[src/rtl/corr_pkg.sv]
package corr_pkg;

    typedef enum logic {
        IDX_CONCAT = 1'b0,
        IDX_XOR    = 1'b1
    } idx_mode_e;

    localparam logic [1:0] CTR_WEAK_NT = 2'b01;

    function automatic logic [1:0] ctr_step(input logic [1:0] cur, input logic up);
        logic [1:0] nxt;
        nxt = cur;
        if (up && cur != 2'b11) nxt = cur + 2'd1;
        if (!up && cur != 2'b00) nxt = cur - 2'd1;
        return nxt;
    endfunction

endpackage

[src/rtl/corr_bp_index.sv]
module corr_bp_index
    import corr_pkg::*;
#(
    parameter idx_mode_e MODE      = IDX_CONCAT,
    parameter int        ADDR_W    = 16,
    parameter int        PC_LSB    = 2,
    parameter int        PC_BITS   = 4,
    parameter int        HIST_BITS = 2,
    parameter int        IDX_W     = 6
) (
    input  logic [ADDR_W-1:0]    pc,
    input  logic [HIST_BITS-1:0] hist,
    output logic [IDX_W-1:0]     idx
);

    logic [PC_BITS-1:0] pc_field;
    logic               unused_pc_bits;

    assign pc_field       = pc[PC_LSB +: PC_BITS];
    assign unused_pc_bits = ^pc;

    generate
        if (MODE == IDX_CONCAT) begin : g_concat
            assign idx = {hist, pc_field};
        end else begin : g_xor
            assign idx = IDX_W'(pc_field) ^ IDX_W'(hist);
        end
    endgenerate

endmodule

[src/rtl/corr_bp_hist.sv]
module corr_bp_hist #(
    parameter int HIST_BITS = 2
) (
    input  logic                 clk,
    input  logic                 rst_n,
    input  logic                 shift_en,
    input  logic                 shift_bit,
    input  logic                 load_en,
    input  logic [HIST_BITS-1:0] load_val,
    output logic [HIST_BITS-1:0] hist
);

    logic [HIST_BITS-1:0] hist_d, hist_q;
    logic [HIST_BITS-1:0] base;

    always_comb begin
        base   = load_en ? load_val : hist_q;
        hist_d = base;
        if (shift_en) hist_d = HIST_BITS'({base, shift_bit});
    end

    always_ff @(posedge clk) begin
        if (!rst_n) hist_q <= '0;
        else        hist_q <= hist_d;
    end

    assign hist = hist_q;

endmodule

[src/rtl/corr_bp_table.sv]
module corr_bp_table
    import corr_pkg::*;
#(
    parameter int IDX_W = 6
) (
    input  logic             clk,
    input  logic             rst_n,
    input  logic [IDX_W-1:0] rd_idx,
    output logic             rd_taken,
    input  logic             wr_en,
    input  logic [IDX_W-1:0] wr_idx,
    input  logic             wr_taken
);

    localparam int ENTRIES = 1 << IDX_W;

    logic [1:0] ctr_d [ENTRIES];
    logic [1:0] ctr_q [ENTRIES];

    generate
        for (genvar i = 0; i < ENTRIES; i++) begin : g_ctr
            always_comb begin
                ctr_d[i] = ctr_q[i];
                if (wr_en && wr_idx == IDX_W'(i)) ctr_d[i] = ctr_step(ctr_q[i], wr_taken);
            end

            always_ff @(posedge clk) begin
                if (!rst_n) ctr_q[i] <= CTR_WEAK_NT;
                else        ctr_q[i] <= ctr_d[i];
            end
        end
    endgenerate

    assign rd_taken = ctr_q[rd_idx][1];

endmodule

[src/rtl/corr_bp.sv]
module corr_bp
    import corr_pkg::*;
#(
    parameter idx_mode_e MODE      = IDX_CONCAT,
    parameter int        ADDR_W    = 16,
    parameter int        PC_LSB    = 2,
    parameter int        PC_BITS   = 4,
    parameter int        HIST_BITS = 2
) (
    input  logic                 clk,
    input  logic                 rst_n,
    input  logic [ADDR_W-1:0]    lk_pc,
    output logic                 lk_taken,
    output logic [HIST_BITS-1:0] lk_hist,
    input  logic                 up_valid,
    input  logic [ADDR_W-1:0]    up_pc,
    input  logic                 up_taken,
    input  logic [HIST_BITS-1:0] up_hist,
    input  logic                 rs_valid,
    input  logic [HIST_BITS-1:0] rs_hist
);

    localparam int WIDE_W = (PC_BITS > HIST_BITS) ? PC_BITS : HIST_BITS;
    localparam int IDX_W  = (MODE == IDX_CONCAT) ? (PC_BITS + HIST_BITS) : WIDE_W;

    logic [IDX_W-1:0]     rd_idx, wr_idx;
    logic [HIST_BITS-1:0] hist_now;

    corr_bp_index #(
        .MODE(MODE), .ADDR_W(ADDR_W), .PC_LSB(PC_LSB),
        .PC_BITS(PC_BITS), .HIST_BITS(HIST_BITS), .IDX_W(IDX_W)
    ) u_rd_index (
        .pc(lk_pc), .hist(hist_now), .idx(rd_idx)
    );

    corr_bp_index #(
        .MODE(MODE), .ADDR_W(ADDR_W), .PC_LSB(PC_LSB),
        .PC_BITS(PC_BITS), .HIST_BITS(HIST_BITS), .IDX_W(IDX_W)
    ) u_wr_index (
        .pc(up_pc), .hist(up_hist), .idx(wr_idx)
    );

    corr_bp_hist #(
        .HIST_BITS(HIST_BITS)
    ) u_hist (
        .clk(clk), .rst_n(rst_n),
        .shift_en(up_valid), .shift_bit(up_taken),
        .load_en(rs_valid), .load_val(rs_hist),
        .hist(hist_now)
    );

    corr_bp_table #(
        .IDX_W(IDX_W)
    ) u_table (
        .clk(clk), .rst_n(rst_n),
        .rd_idx(rd_idx), .rd_taken(lk_taken),
        .wr_en(up_valid), .wr_idx(wr_idx), .wr_taken(up_taken)
    );

    assign lk_hist = hist_now;

endmodule

[config.mk]
export PLATFORM = sky130hd
export DESIGN_NAME = corr_bp
export DESIGN_NICKNAME = d
export VERILOG_FILES = /design/src/rtl/corr_pkg.sv /design/src/rtl/corr_bp_index.sv /design/src/rtl/corr_bp_hist.sv /design/src/rtl/corr_bp_table.sv /design/src/rtl/corr_bp.sv
export SDC_FILE = /design/constraint.sdc
export NUM_CORES = 1
export LEC_CHECK = 0
export BUFFER_PORTS_ARGS = -buffer_cell sky130_fd_sc_hd__buf_2
export CORE_ASPECT_RATIO = 1.25
export CORE_MARGIN = 2
export CORE_UTILIZATION = 45
export DETAILED_ROUTE_END_ITERATION = 16
export GPL_TIMING_DRIVEN = 0
export PLACE_DENSITY_LB_ADDON = 0.25
export SLEW_MARGIN = 0
export SYNTH_ARGS = -nofsm -noshare
export SYNTH_HDL_FRONTEND = slang
export SYNTH_HIERARCHICAL = 1
export SYNTH_SLANG_ARGS = --single-unit
[constraint.sdc]
create_clock -name clk -period 2.6 [get_ports clk]
set_clock_uncertainty 0.2 [all_clocks]
set_input_delay 0 -clock clk [delete_from_list [all_inputs] [get_ports clk]]
set_output_delay 0 -clock clk [all_outputs]
set_load 0.1 [all_outputs]
# After elaboration in Yosys (flattened, before gate mapping)
# Memory sizes are Yosys's and may differ from the RTL's.
# Cells that the tools add are included.
# word_totals
out_inout_bits	3
register_bits	2
wordCells	841
n_memories	1
in_bits	41
mem_bits_rw	128
# mem_list
memory	words	word_bits	read_ports	rd_clocked_by_memory_dff	write_ports	line	rtl
u_table.ctr_q	64	2	65	0	64	corr_bp_table.sv:18	logic [1:0] ctr_q [ENTRIES];
# op_classes
bitwise	64
n_addsub	128
n_reduce_logical	259
n_eq_ne	127
n_mux	260
# ops
op	count
2-to-1 mux 2 bit	258
== test 6 bit, second input constant	32
logical AND 1 bit	192
nonzero test 2 bit	65
adder 2 x 1 -> 2 bit, second input constant	64
inequality test 2 bit, second input constant	64
subtractor 2 x 1 -> 2 bit, second input constant	64
== test 6 x 5 -> 1 bit, second input constant	16
OR 1 bit	64
== test 6 x 4 -> 1 bit, second input constant	8
== test 6 x 3 -> 1 bit, second input constant	4
== test 6 x 2 -> 1 bit, second input constant	2
== test 6 x 1 -> 1 bit, second input constant	1
zero test 6 bit	1
2-to-1 mux 1 bit	2
zero test 1 bit	1

# Logic depth before layout (Yosys ltp)
# logic_depth
depth_word	6
mapped_depth	8
depth_no_buf	4

# Modules after synthesis
# Netlist, hierarchy kept.
# by_module_without_submodules
module	cells_per_inst	area_each_um2	seq_area_each_um2	n_inst
corr_bp_table	919	7343.3	2562.5	1
corr_bp_hist	7	97.6	40.0	1
corr_bp_index	6	45.0	0.0	2

# Least setup slack after synthesis
# No wires, ideal clock.
# synth_timing
path_kind	reg2out
start	reg u_hist.hist_q[0], in the netlist u_hist/hist[0]
end	out lk_taken
path_slack_ps	-300
t_arrival_ps	2700
t_required_ps	2400
path_buffers	2
path_stages_with_launch	6
cell_sequence	dfxtp_1 -> buf_4 -> clkbuf_1 -> mux4_2 -> or2_0 -> a32o_1
# synth_between
elab_chain_len	1
# synth_rtl
element	line	rtl
start, declared	corr_bp_hist.sv:13	logic [HIST_BITS-1:0] hist_d, hist_q;
start signal, assigned	corr_bp_hist.sv:24	else hist_q <= hist_d;
memory read (64 x 2 bit)	n/a	
end, declared	corr_bp.sv:13	output logic lk_taken,
# Every way passes these cells.

==> results.toml <==
[placement]
dpl.cell_count = 1163
dpl.hpwl_mm = 17.7
globalplace.congestion = 0.940
io_buffers = 9

[floorplanning]
rows = 52
ios = 44
dieArea_sq_mm = 0.0178
die_h_microns = 149
die-width_microns = 120
start_util = 0.463
core_area_sq_mm = 0.0163

[timing]
hold_viol = 0
period_needed_ps = 2600
fmax_mhz = 384
slew_headroom = 0.137
fin_crit_sh = 1.00
rsz0062_at_grt = "yes"
setup_viol = 1
hold_slack_ps = 15.8
slew_violations = 0
setup_slack_ps = -0.851
tightest_slew_ps = 1280

[synthesis]
synth_xor_area_frac = 0
synth_cell_type_count = 56
synth_compound_area_frac = 0.289
synth-simple-area-share = 0.248
synth_warnings = 6
synth_cells = 938
synth_ff_type = "dfxtp_1"
synth_top_family_by_area = "compound AO/OA/AOI/OAI gates"
synth_mux_area_frac = 0.0563
avgSynthCellArea_sq_um = 8.03
synth-seq-cells = 130
ys_async_sr_fraction = 0
synth_fp_nets = 979
synth_adder_area_share = 0
synth-edff-count = 0
ys_seq_area_frac = 0.346
syn_area_sq_mm = 0.00753

[pwr]
power.density_mw_per_mm2 = 611
seqPwrFrac = 0.439
power.total_w = 0.00519
vdd_ir_drop_max_uv = 488
p_sw_frac = 0.283
clkPwrFrac = 0.421
p_leak_nw = 3.24
power.switching_w = 0.00147
internal_power_w = 0.00372
combPwrFrac = 0.141

[layout]
instances_no_fill = 1203
n_fill_cell = 1557
drive_above_1_share = 0.100
syn_to_final_growth_pct = 12.7
layout.nets = 1015
fin_util = 0.522
mostFrequentLayoutCells = "o21ai_0 (137), dfxtp_1 (123), nor2_1 (90)"
layout_commonest_cell = "o21ai_0"

[global_route]
grt_pass1_vias = 7100
grt_overflow = 0
grt_pass1_wl_mm = 40.5
grt_max_degree = 17
track_usage = 0.296
antenna_found_initial = 1

[worst_setup_path]
crit_required_ps = 2400
worstSetupPathType = "flip-flop to primary output"
end_kind = "primary output"
cp.arrival_ps = 2400
rr_startpoint = "u_hist/hist[0]"
worstPathMaxFanout = 5
critPathLaunch = "u_table/ctr_q[1][1]"
worstSetupStartpointType = "flip-flop"
r2r_slack_ps = 820

[min_path]
hold_path_class = "input pin to flip-flop"
holdCritStartpoint = "up_pc[4]"

[clock_network]
clock_latency_ps = 430
post-cts-setup-buffer-count = 0
cts_buffers = 17
max-clock-path-buffers = 2
clkSinkCount = 130
cts_root_buf = "clkbuf_16"
path_clk_slew_ps = 50
cts-htree-levels = 4
cts_tree = "built"

[detailed_routing]
num_vias = 7689
ant_nets = 0
wl_per_cell_microns = 21.6
drt_iter0_markers = 1053
routed_wl_mm = 26.0
dr.pass1.iters = 6
drc = 0
via_per_inst = 6.39

[job]
cap_violations = 0

[run_status]
violations = "negative setup slack"
status = "finished, violations left"
## power by group through the flow
stage	registers, W	logic [W]	clock network, W
after floorplan	0.00227	0.000484	0
after global placement	0.00230	0.000676	0
after detailed placement	0.00231	0.000687	0
after CTS	0.00227	0.000710	0.00221
after global routing	0.00229	0.000785	0.00228
final	0.00228	0.000729	0.00218
## timing repair
action | in CTS | in global routing
endpoints found under the hold margin | 12 | 0
hold buffers | 9 | 0
setup endpoints to repair | 1 | 1
gates resized for setup | 10 | 1
## routing by layer
metal  part of all wire  track usage  up-vias  wire, microns
li1                   -            -     3552              -
met1               0.41        0.385     3607          10700
met2               0.44        0.455      420          11600
met3              0.087       0.0656      110           2260
met4              0.056        0.168        0           1460
met5                  0            0        -              0
## worst max-delay path, cell delays in order (launching register included)
cell and delay (ps):
dfxtp_1 350, mux4_2 490, mux4_2 500, or2_0 220
a32o_2 250, buf_12 170
## Yosys cell counts (all sizes together) (3+ instances only)
| cell | n | area [sq um] |
|---|---|---|
| clkbuf | 62 | 233 |
| a31oi | 27 | 169 |
| a211oi | 7 | 52.6 |
| nor3b | 11 | 87.6 |
| and3 | 65 | 407 |
| a21boi | 65 | 488 |
| nor3 | 12 | 60.1 |
| and4bb | 4 | 50.1 |
| o31ai | 28 | 210 |
| dfxtp | 130 | 2600 |
| mux4 | 18 | 413 |
| nand2 | 64 | 240 |
| nor2b | 3 | 18.8 |
| inv | 8 | 30.0 |
| and4b | 4 | 40.0 |
| and2 | 30 | 188 |
| o311ai | 29 | 254 |
| a21oi | 40 | 200 |
| buf | 34 | 199 |
| nand3 | 6 | 30.0 |
| nand3b | 11 | 82.6 |
| or4b | 3 | 30.0 |
| o21ai | 142 | 711 |
| nor4b | 8 | 104 |
| nor2 | 90 | 338 |
| or3 | 10 | 62.6 |
## per-stage QoR
| step | worst slack, ps | TNS [ps] | instance area [sq um] |
|---|---|---|---|
| 2_1_floorplan | 39.4 | 0 | 7530 |
| 3_3_place_gp | 232 | 0 | 7850 |
| 3_5_place_dp | 221 | 0 | 7850 |
| 4_1_cts | -5.46 | -5.46 | 8480 |
| 5_1_grt | -38.5 | -38.5 | 8480 |
| 6_report | -0.851 | -0.851 | 8490 |
## registers in the layout (all words and copies together) (netlist names)
signal         count
u_hist/hist        2
u_table/ctr_q    128
## layout make-up
cell class,instances,area [sq um],area share
Antenna cell,1,2.50,0.000295
Buffer,95,428,0.0504
Clock buffer,25,495,0.0584
Clock inverter,6,30.0,0.00354
Inverter,8,30.0,0.00354
Multi-Input combinational cell,704,4470,0.527
Sequential cell,130,2610,0.308
Tap cell,216,270,0.0318
Timing Repair Buffer,18,150,0.0177
## path summary, 6_finish.rpt
kind / endpoint / cells past startpoint
hold reg to reg: u_table/ctr_q[4][1] / 2
hold / removal: u_table/ctr_q[0][0] / 5
setup reg to reg: u_hist/hist[1] / 3
setup / recovery: lk_taken / 5
## kinds of logic (layout without fill, tap and decap cells)
kind of cell / Yosys count / after routing
muxes: 19 / 19
and+or+nand+nor: 336 / 336
DFF: 130 / 130
other: 0 / 1
buffers and inverters: 104 / 152
AOI/OAI and AO/OA: 349 / 349
(Power assumes the default switching activity.)
